`config.mk`:
```
export PLATFORM = sky130hd
export DESIGN_NAME = pll_div_search
export DESIGN_NICKNAME = d
export VERILOG_FILES = /design/src/rtl/pll_div_search_pkg.sv /design/src/rtl/pll_div_search_ctrl.sv /design/src/rtl/pll_div_search_dp.sv /design/src/rtl/pll_div_search.sv
export SDC_FILE = /design/constraint.sdc
export NUM_CORES = 2
export LEC_CHECK = 0
export ABC_AREA = 0
export BUFFER_PORTS_ARGS = -buffer_cell sky130_fd_sc_hd__buf_2
export CAP_MARGIN = 30
export CORE_MARGIN = 1
export CORE_UTILIZATION = 66
export CTS_BUF_LIST = sky130_fd_sc_hd__clkbuf_4 sky130_fd_sc_hd__clkbuf_8 sky130_fd_sc_hd__clkbuf_16
export CTS_CLUSTER_DIAMETER = 40
export DETAILED_ROUTE_END_ITERATION = 7
export HOLD_SLACK_MARGIN = 0.15
export PLACE_DENSITY = 0.93
export RECOVER_POWER = 50
export SLEW_MARGIN = 20
export SYNTH_ARGS = -nofsm -noshare
export SYNTH_HDL_FRONTEND = slang
export SYNTH_SLANG_ARGS = --single-unit
```
`constraint.sdc`:
```
create_clock -name clk -period 16.45 [get_ports clk]
set_input_delay 3.29 -clock clk [delete_from_list [all_inputs] [get_ports clk]]
set_output_delay 3.29 -clock clk [all_outputs]
set_load 0.02 [all_outputs]
```
`src/rtl/pll_div_search_pkg.sv`:
```
package pll_div_search_pkg;

  localparam int FIELD_W = 8;

  typedef logic [FIELD_W-1:0] field_t;

  typedef struct packed {
    field_t n;
    field_t m1;
    field_t m2;
    field_t p1;
  } cand_t;

  // control -> datapath
  typedef struct packed {
    logic load;
    logic divGo;
    logic judge;
  } strobe_t;

  // datapath -> control
  typedef struct packed {
    logic candOk;
    logic divDone;
    logic exact;
  } status_t;

  typedef enum logic [1:0] {
    ST_IDLE  = 2'd0,
    ST_CHECK = 2'd1,
    ST_DIV   = 2'd2,
    ST_FIN   = 2'd3
  } state_t;

endpackage

```
`src/rtl/pll_div_search_ctrl.sv`:
```
module pll_div_search_ctrl
  import pll_div_search_pkg::*;
#(
  parameter int N_MIN  = 3,
  parameter int N_MAX  = 8,
  parameter int M1_MIN = 10,
  parameter int M1_MAX = 20,
  parameter int M2_MIN = 5,
  parameter int M2_MAX = 9,
  parameter int P1_MIN = 1,
  parameter int P1_MAX = 8
) (
  input  logic    clk,
  input  logic    rstN,
  input  logic    start,
  input  status_t stat,
  output cand_t   cand,
  output strobe_t strobe,
  output logic    busy,
  output logic    done
);

  state_t stateQ;
  cand_t  candQ;
  cand_t  candNext;
  logic   lastCand;

  assign lastCand = (candQ.n  == field_t'(N_MAX))  && (candQ.m1 == field_t'(M1_MIN)) &&
                    (candQ.m2 == field_t'(M2_MIN)) && (candQ.p1 == field_t'(P1_MIN));

  // odometer: P1 fastest (down), then M2 (down), M1 (down), N (up)
  always_comb begin
    candNext = candQ;
    if (candQ.p1 != field_t'(P1_MIN)) begin
      candNext.p1 = candQ.p1 - 1'b1;
    end else begin
      candNext.p1 = field_t'(P1_MAX);
      if (candQ.m2 != field_t'(M2_MIN)) begin
        candNext.m2 = candQ.m2 - 1'b1;
      end else begin
        candNext.m2 = field_t'(M2_MAX);
        if (candQ.m1 != field_t'(M1_MIN)) begin
          candNext.m1 = candQ.m1 - 1'b1;
        end else begin
          candNext.m1 = field_t'(M1_MAX);
          candNext.n  = candQ.n + 1'b1;
        end
      end
    end
  end

  always_ff @(posedge clk or negedge rstN) begin
    if (!rstN) begin
      stateQ <= ST_IDLE;
      candQ  <= '0;
    end else begin
      case (stateQ)
        ST_IDLE, ST_FIN: begin
          if (start) begin
            stateQ <= ST_CHECK;
            candQ  <= '{n: field_t'(N_MIN), m1: field_t'(M1_MAX),
                        m2: field_t'(M2_MAX), p1: field_t'(P1_MAX)};
          end
        end
        ST_CHECK: begin
          if (stat.candOk)  stateQ <= ST_DIV;
          else if (lastCand) stateQ <= ST_FIN;
          else              candQ  <= candNext;
        end
        ST_DIV: begin
          if (stat.divDone) begin
            if (stat.exact || lastCand) begin
              stateQ <= ST_FIN;
            end else begin
              candQ  <= candNext;
              stateQ <= ST_CHECK;
            end
          end
        end
        default: stateQ <= ST_IDLE;
      endcase
    end
  end

  always_comb begin
    strobe.load  = ((stateQ == ST_IDLE) || (stateQ == ST_FIN)) && start;
    strobe.divGo = (stateQ == ST_CHECK) && stat.candOk;
    strobe.judge = (stateQ == ST_DIV) && stat.divDone;
  end

  assign cand = candQ;
  assign busy = (stateQ == ST_CHECK) || (stateQ == ST_DIV);
  assign done = (stateQ == ST_FIN);

endmodule

```
`src/rtl/pll_div_search_dp.sv`:
```
module pll_div_search_dp
  import pll_div_search_pkg::*;
#(
  parameter int FREQ_W   = 32,
  parameter int P2       = 10,
  parameter int MSUM_MIN = 70,
  parameter int MSUM_MAX = 120,
  parameter int PSUM_MIN = 5,
  parameter int PSUM_MAX = 80,
  parameter logic [FREQ_W-1:0] VCO_MIN = 32'd1400000000,
  parameter logic [FREQ_W-1:0] VCO_MAX = 32'd2800000000,
  parameter logic [FREQ_W-1:0] DOT_MIN = 32'd20000000,
  parameter logic [FREQ_W-1:0] DOT_MAX = 32'd400000000
) (
  input  logic              clk,
  input  logic              rstN,
  input  logic [FREQ_W-1:0] targetFreq,
  input  logic [FREQ_W-1:0] refFreq,
  input  cand_t             cand,
  input  strobe_t           strobe,
  output status_t           stat,
  output cand_t             best,
  output logic [23:0]       word,
  output logic              found
);

  localparam int CMP_W = FREQ_W + 16;
  localparam int QW    = $clog2(CMP_W'(DOT_MAX) + CMP_W'(1));
  localparam int CW    = $clog2(QW + 1);

  logic [FREQ_W-1:0] tgtQ, refQ, bestDiffQ;
  logic [15:0]       mSum, pSum, nDiv;
  logic [CMP_W-1:0]  prod, dTot;
  logic              vcoOk, dotOk, rangeOk;

  // candidate screen: windows on floor(x/d) become products, no division
  always_comb begin
    mSum  = 16'd5 * (16'(cand.m1) + 16'd2) + 16'(cand.m2) + 16'd2;
    pSum  = 16'(cand.p1) * 16'(P2);
    nDiv  = 16'(cand.n) + 16'd2;
    prod  = CMP_W'(refQ) * CMP_W'(mSum);
    dTot  = CMP_W'(nDiv) * CMP_W'(pSum);
    vcoOk = (prod >= CMP_W'(VCO_MIN) * CMP_W'(nDiv)) &&
            (prod <  (CMP_W'(VCO_MAX) + CMP_W'(1)) * CMP_W'(nDiv));
    dotOk = (prod >= CMP_W'(DOT_MIN) * dTot) &&
            (prod <  (CMP_W'(DOT_MAX) + CMP_W'(1)) * dTot);
    rangeOk = (cand.m1 > cand.m2) &&
              (mSum >= 16'(MSUM_MIN)) && (mSum <= 16'(MSUM_MAX)) &&
              (pSum >= 16'(PSUM_MIN)) && (pSum <= 16'(PSUM_MAX));
  end

  // restoring divider, quotient bounded by DOT_MAX
  logic [CMP_W-1:0] remQ, dsQ;
  logic [QW-1:0]    quoQ;
  logic [CW-1:0]    cntQ;
  logic             ge;

  assign ge = (remQ >= dsQ);

  always_ff @(posedge clk or negedge rstN) begin
    if (!rstN) begin
      remQ <= '0;
      dsQ  <= '0;
      quoQ <= '0;
      cntQ <= '0;
    end else if (strobe.divGo) begin
      remQ <= prod;
      dsQ  <= dTot << (QW - 1);
      quoQ <= '0;
      cntQ <= CW'(QW);
    end else if (cntQ != '0) begin
      if (ge) remQ <= remQ - dsQ;
      quoQ <= (quoQ << 1) | QW'(ge);
      dsQ  <= dsQ >> 1;
      cntQ <= cntQ - 1'b1;
    end
  end

  logic [FREQ_W-1:0] dotF, diff;
  logic              above, take;

  always_comb begin
    dotF  = FREQ_W'(quoQ);
    above = dotF > tgtQ;
    diff  = dotF - tgtQ;
    take  = stat.exact || (above && (diff < bestDiffQ));
  end

  always_ff @(posedge clk or negedge rstN) begin
    if (!rstN) begin
      tgtQ      <= '0;
      refQ      <= '0;
      bestDiffQ <= '1;
      best      <= '0;
      word      <= '0;
      found     <= 1'b0;
    end else if (strobe.load) begin
      tgtQ      <= targetFreq;
      refQ      <= refFreq;
      bestDiffQ <= '1;
      best      <= '0;
      word      <= '0;
      found     <= 1'b0;
    end else if (strobe.judge && take) begin
      best      <= cand;
      word      <= {cand.n - 8'd2, cand.m1 - 8'd2, cand.m2 - 8'd2};
      bestDiffQ <= diff;
      found     <= 1'b1;
    end
  end

  assign stat.candOk  = rangeOk && vcoOk && dotOk;
  assign stat.divDone = (cntQ == '0);
  assign stat.exact   = (dotF == tgtQ);

endmodule

```
`src/rtl/pll_div_search.sv`:
```
module pll_div_search
  import pll_div_search_pkg::*;
#(
  parameter int FREQ_W   = 32,
  parameter int N_MIN    = 3,
  parameter int N_MAX    = 8,
  parameter int M1_MIN   = 10,
  parameter int M1_MAX   = 20,
  parameter int M2_MIN   = 5,
  parameter int M2_MAX   = 9,
  parameter int P1_MIN   = 1,
  parameter int P1_MAX   = 8,
  parameter int P2       = 10,
  parameter int MSUM_MIN = 70,
  parameter int MSUM_MAX = 120,
  parameter int PSUM_MIN = 5,
  parameter int PSUM_MAX = 80,
  parameter logic [FREQ_W-1:0] VCO_MIN = 32'd1400000000,
  parameter logic [FREQ_W-1:0] VCO_MAX = 32'd2800000000,
  parameter logic [FREQ_W-1:0] DOT_MIN = 32'd20000000,
  parameter logic [FREQ_W-1:0] DOT_MAX = 32'd400000000
) (
  input  logic              clk,
  input  logic              rstN,
  input  logic              start,
  input  logic [FREQ_W-1:0] targetFreq,
  input  logic [FREQ_W-1:0] refFreq,
  output logic              busy,
  output logic              done,
  output logic              valid,
  output logic [7:0]        nOut,
  output logic [7:0]        m1Out,
  output logic [7:0]        m2Out,
  output logic [7:0]        p1Out,
  output logic [23:0]       divWord
);

  cand_t   cand, best;
  strobe_t strobe;
  status_t stat;
  logic    found;

  pll_div_search_ctrl #(
    .N_MIN(N_MIN), .N_MAX(N_MAX), .M1_MIN(M1_MIN), .M1_MAX(M1_MAX),
    .M2_MIN(M2_MIN), .M2_MAX(M2_MAX), .P1_MIN(P1_MIN), .P1_MAX(P1_MAX)
  ) u_ctrl (
    .clk(clk), .rstN(rstN), .start(start), .stat(stat),
    .cand(cand), .strobe(strobe), .busy(busy), .done(done)
  );

  pll_div_search_dp #(
    .FREQ_W(FREQ_W), .P2(P2), .MSUM_MIN(MSUM_MIN), .MSUM_MAX(MSUM_MAX),
    .PSUM_MIN(PSUM_MIN), .PSUM_MAX(PSUM_MAX), .VCO_MIN(VCO_MIN),
    .VCO_MAX(VCO_MAX), .DOT_MIN(DOT_MIN), .DOT_MAX(DOT_MAX)
  ) u_dp (
    .clk(clk), .rstN(rstN), .targetFreq(targetFreq), .refFreq(refFreq),
    .cand(cand), .strobe(strobe), .stat(stat), .best(best),
    .word(divWord), .found(found)
  );

  assign valid = found && done;
  assign nOut  = best.n;
  assign m1Out = best.m1;
  assign m2Out = best.m2;
  assign p1Out = best.p1;

endmodule

```
==> results_dict.tcl <==
set metrics [dict create \
    finalSetupTns_ns 0 \
    hold_violations 0 \
    areaGrowthSynthToFinish_pct 6.925 \
    drtAntennaViolNets 0 \
    critPathCaptureType "flip-flop" \
    synth-edff-count 0 \
    grt_use_total 0.3899 \
    min_period_ns 15.88 \
    synth_area_leaders "fa_1 (24%), ha_1 (21%), dfrtp_1 (12%)" \
    timing.critical_path.fanout_max 10 \
    synth.most_common_cell "inv_1" \
    clkTransAtPathRegs_ns 0.07 \
    critPathLaunchType "flip-flop" \
    h-tree-depth 2 \
    r2r_start "u_ctrl.cand[1]$_DFFE_PN0P_" \
    overflow 0 \
    reg2reg_slack_ns 0.57 \
    worst_path_most_repeated_cell "fa_1" \
    fin_crit_sh 0.9655 \
    synthTopCellsByCount "inv_1 (1280), ha_1 (952), nand2_1 (691)" \
    min_from "u_dp.dsQ[8]$_DFFE_PN0P_" \
    worstMarginPinSlew_ns 5.886 \
    stdcell_count 7858 \
    synth_cells 6586 \
    via_count 49450 \
    hold_depth 2 \
    ys_seq_area_frac 0.1387 \
    path_delay_family "adder cells" \
    min_to "u_dp.dsQ[8]$_DFFE_PN0P_" \
    portBuffers 125 \
    routedWlPerCell_um 21.69 \
    slowest_stage "o31ai_4" \
    cp.required_ns 16.95 \
    numCtsBuffers 43 \
    ys_warn_count 0 \
    grt_pass1_wl_um 267000 \
    synth_top_cell_by_area "fa_1" \
    gp_congestion 1.057 \
    maxSlewViolCount 396 \
    violations "DRC, capacitance limit, slew limit" \
    path_class "flip-flop to flip-flop" \
    antenna_found_initial 5 \
    io_pins 126 \
    core_region_area_um2 85280 \
    relSlewSlack -2.924 \
    die_h_um 295.7 \
    cts_tree "yes" \
    routed_wl_um 170500 \
    syn-cell-area_um2 56930 \
    holdBufCountCts 0 \
    reg2reg_depth 64 \
    hpwlAfterDp_um 132500 \
    synth_seq_cells 314 \
    hold_path_class "flip-flop to flip-flop" \
    path_buf_inv 9 \
    via_per_inst 6.293 \
    rr_endpoint "u_ctrl.cand[13]$_DFFE_PN0P_" \
    grt_pass1_vias 51270 \
    avgSynthCellArea_um2 8.645 \
    grt_start_max_net_pins 98 \
    final_util 0.7138 \
    fill_cells 5869 \
    drc 2 \
    start_util 0.6676 \
    synth_nets 8292 \
    clkLatencyLatePin_ns 0.61 \
    drt_iter0_drc 5232 \
    whs_ns 0.5134 \
    outcome "finished with violations" \
    setup_viol 0 \
    dr.pass1.iters 8 \
    dp.cells 7750 \
    fmax_mhz 62.96 \
    fin_nets 8383 \
    crit_arrival_ns 16.38 \
    cts_sinks 314 \
    synth_top_cell_area_share 0.2416 \
    drv_cap 6 \
    drive_gt1_frac 0.05530 \
    rows 107 \
    dieArea_um2 87440 \
    finClkSkew_ns 0.03191 \
    clock_path_buffers 3 \
    fp.dieW_um 295.7 \
    async_flop_share 1.000 \
    root_buffer "clkbuf_16" \
    synthFlopType "dfrtp_1" \
    ys_types 90 \
    slowest_delay_ns 0.57 \
]
-- metrics by stage --
step	worst slack, ns	instance area [µm²]
floorplan	1.993	56930
global placement	0.4921	59030
detailed placement	-0.1473	59100
CTS	0.08902	60630
global route	-0.07861	60860
finish	0.5676	60880
-- cells in the final DEF (no fill, tap or decap), types with 87 or more instances in the layout --
cell type / synthesis / layout
a21oi_1: 418 / 414
xnor2_1: 143 / 137
nand2_1: 691 / 689
a21o_1: 122 / 122
nand3_1: 87 / 87
xor2_1: 100 / 95
and2_1: 96 / 95
nor2_1: 413 / 413
dfrtp_1: 282 / 282
o21ai_0: 185 / 185
fa_1: 687 / 687
buf_4: 4 / 109
inv_1: 1280 / 1278
ha_1: 952 / 951
-- logic make-up (layout without fill, tap and decap cells) --
family,after synthesis,after routing,synth area share
xor gates and xnor gates,245,245,0.03795
AOI/OAI and AO/OA,1144,1146,0.1276
muxes,53,53,0.009406
DFF,314,314,0.1387
adders and majority gates,1639,1639,0.4508
other,0,5,0
buffers and inverters,1490,1611,0.09900
and+or+nand+nor,1701,1701,0.1365
-- final cells by class --
type                       count  area [µm²]  share of cell area
multi-input combinational   4784       43650              0.7170
sequential                   314        7898              0.1297
inverter                    1286        4831             0.07936
clock buffer                  51        1161             0.01907
clock inverter                26       352.8            0.005796
antenna                        5       12.51           0.0002055
tap                         1144        1431             0.02351
timing repair buffer         248        1544             0.02536
-- state kept, by name, summed over array words and instances, names as in the netlist --
register and cells:
u_dp.tgtQ 32, u_dp.quoQ 29, u_ctrl.stateQ 2, u_dp.word 21
u_dp.best 32, u_dp.cntQ 5, u_dp.refQ 32, u_dp.remQ 48
u_dp.found 1, u_ctrl.cand 32, u_dp.bestDiffQ 32, u_dp.dsQ 48
-- worst min-delay path, cell delays in order (launching register included) --
cell and delay [ns]:
dfrtp_1 0.34, a21oi_1 0.06, nor2_1 0.07
-- metal layers --
metal	GRT usage	part of all wire	up-vias	wire length, µm
met5	0.004435	0.000053	-	9
met3	0.08799	0.11	976	18370
li1	-	-	21570	-
met2	0.6388	0.46	3050	79060
met4	0.2696	0.082	2	14020
met1	0.4551	0.35	23860	59010
-- worst max-delay path by stage --
stage               cells after the start  slack (ns)                     endpoint                  startpoint
floorplan                              65        1.99   u_ctrl.cand[5]$_DFFE_PN0P_  u_ctrl.cand[3]$_DFFE_PN0P_
global placement                       59        0.49  u_ctrl.cand[31]$_DFFE_PN0P_  u_ctrl.cand[1]$_DFFE_PN0P_
detailed placement                     60       -0.15  u_ctrl.cand[27]$_DFFE_PN0P_  u_ctrl.cand[1]$_DFFE_PN0P_
CTS                                    60        0.09  u_ctrl.cand[27]$_DFFE_PN0P_  u_ctrl.cand[1]$_DFFE_PN0P_
global route                           67       -0.08    u_dp.remQ[35]$_DFFE_PN0P_  u_ctrl.cand[1]$_DFFE_PN0P_
finish                                 64        0.57  u_ctrl.cand[13]$_DFFE_PN0P_  u_ctrl.cand[1]$_DFFE_PN0P_
-- timing repair --
item                                    4_1_cts  5_1_grt
pin swaps                                     0        6
setup buffers                                 0       17
resized for setup                             2       19
endpoints found under the setup margin       23      164
gates cloned                                  0        4
Power is not shown: default switching activity piles up to over one toggle a cycle in this logic, so the estimate is an artifact.
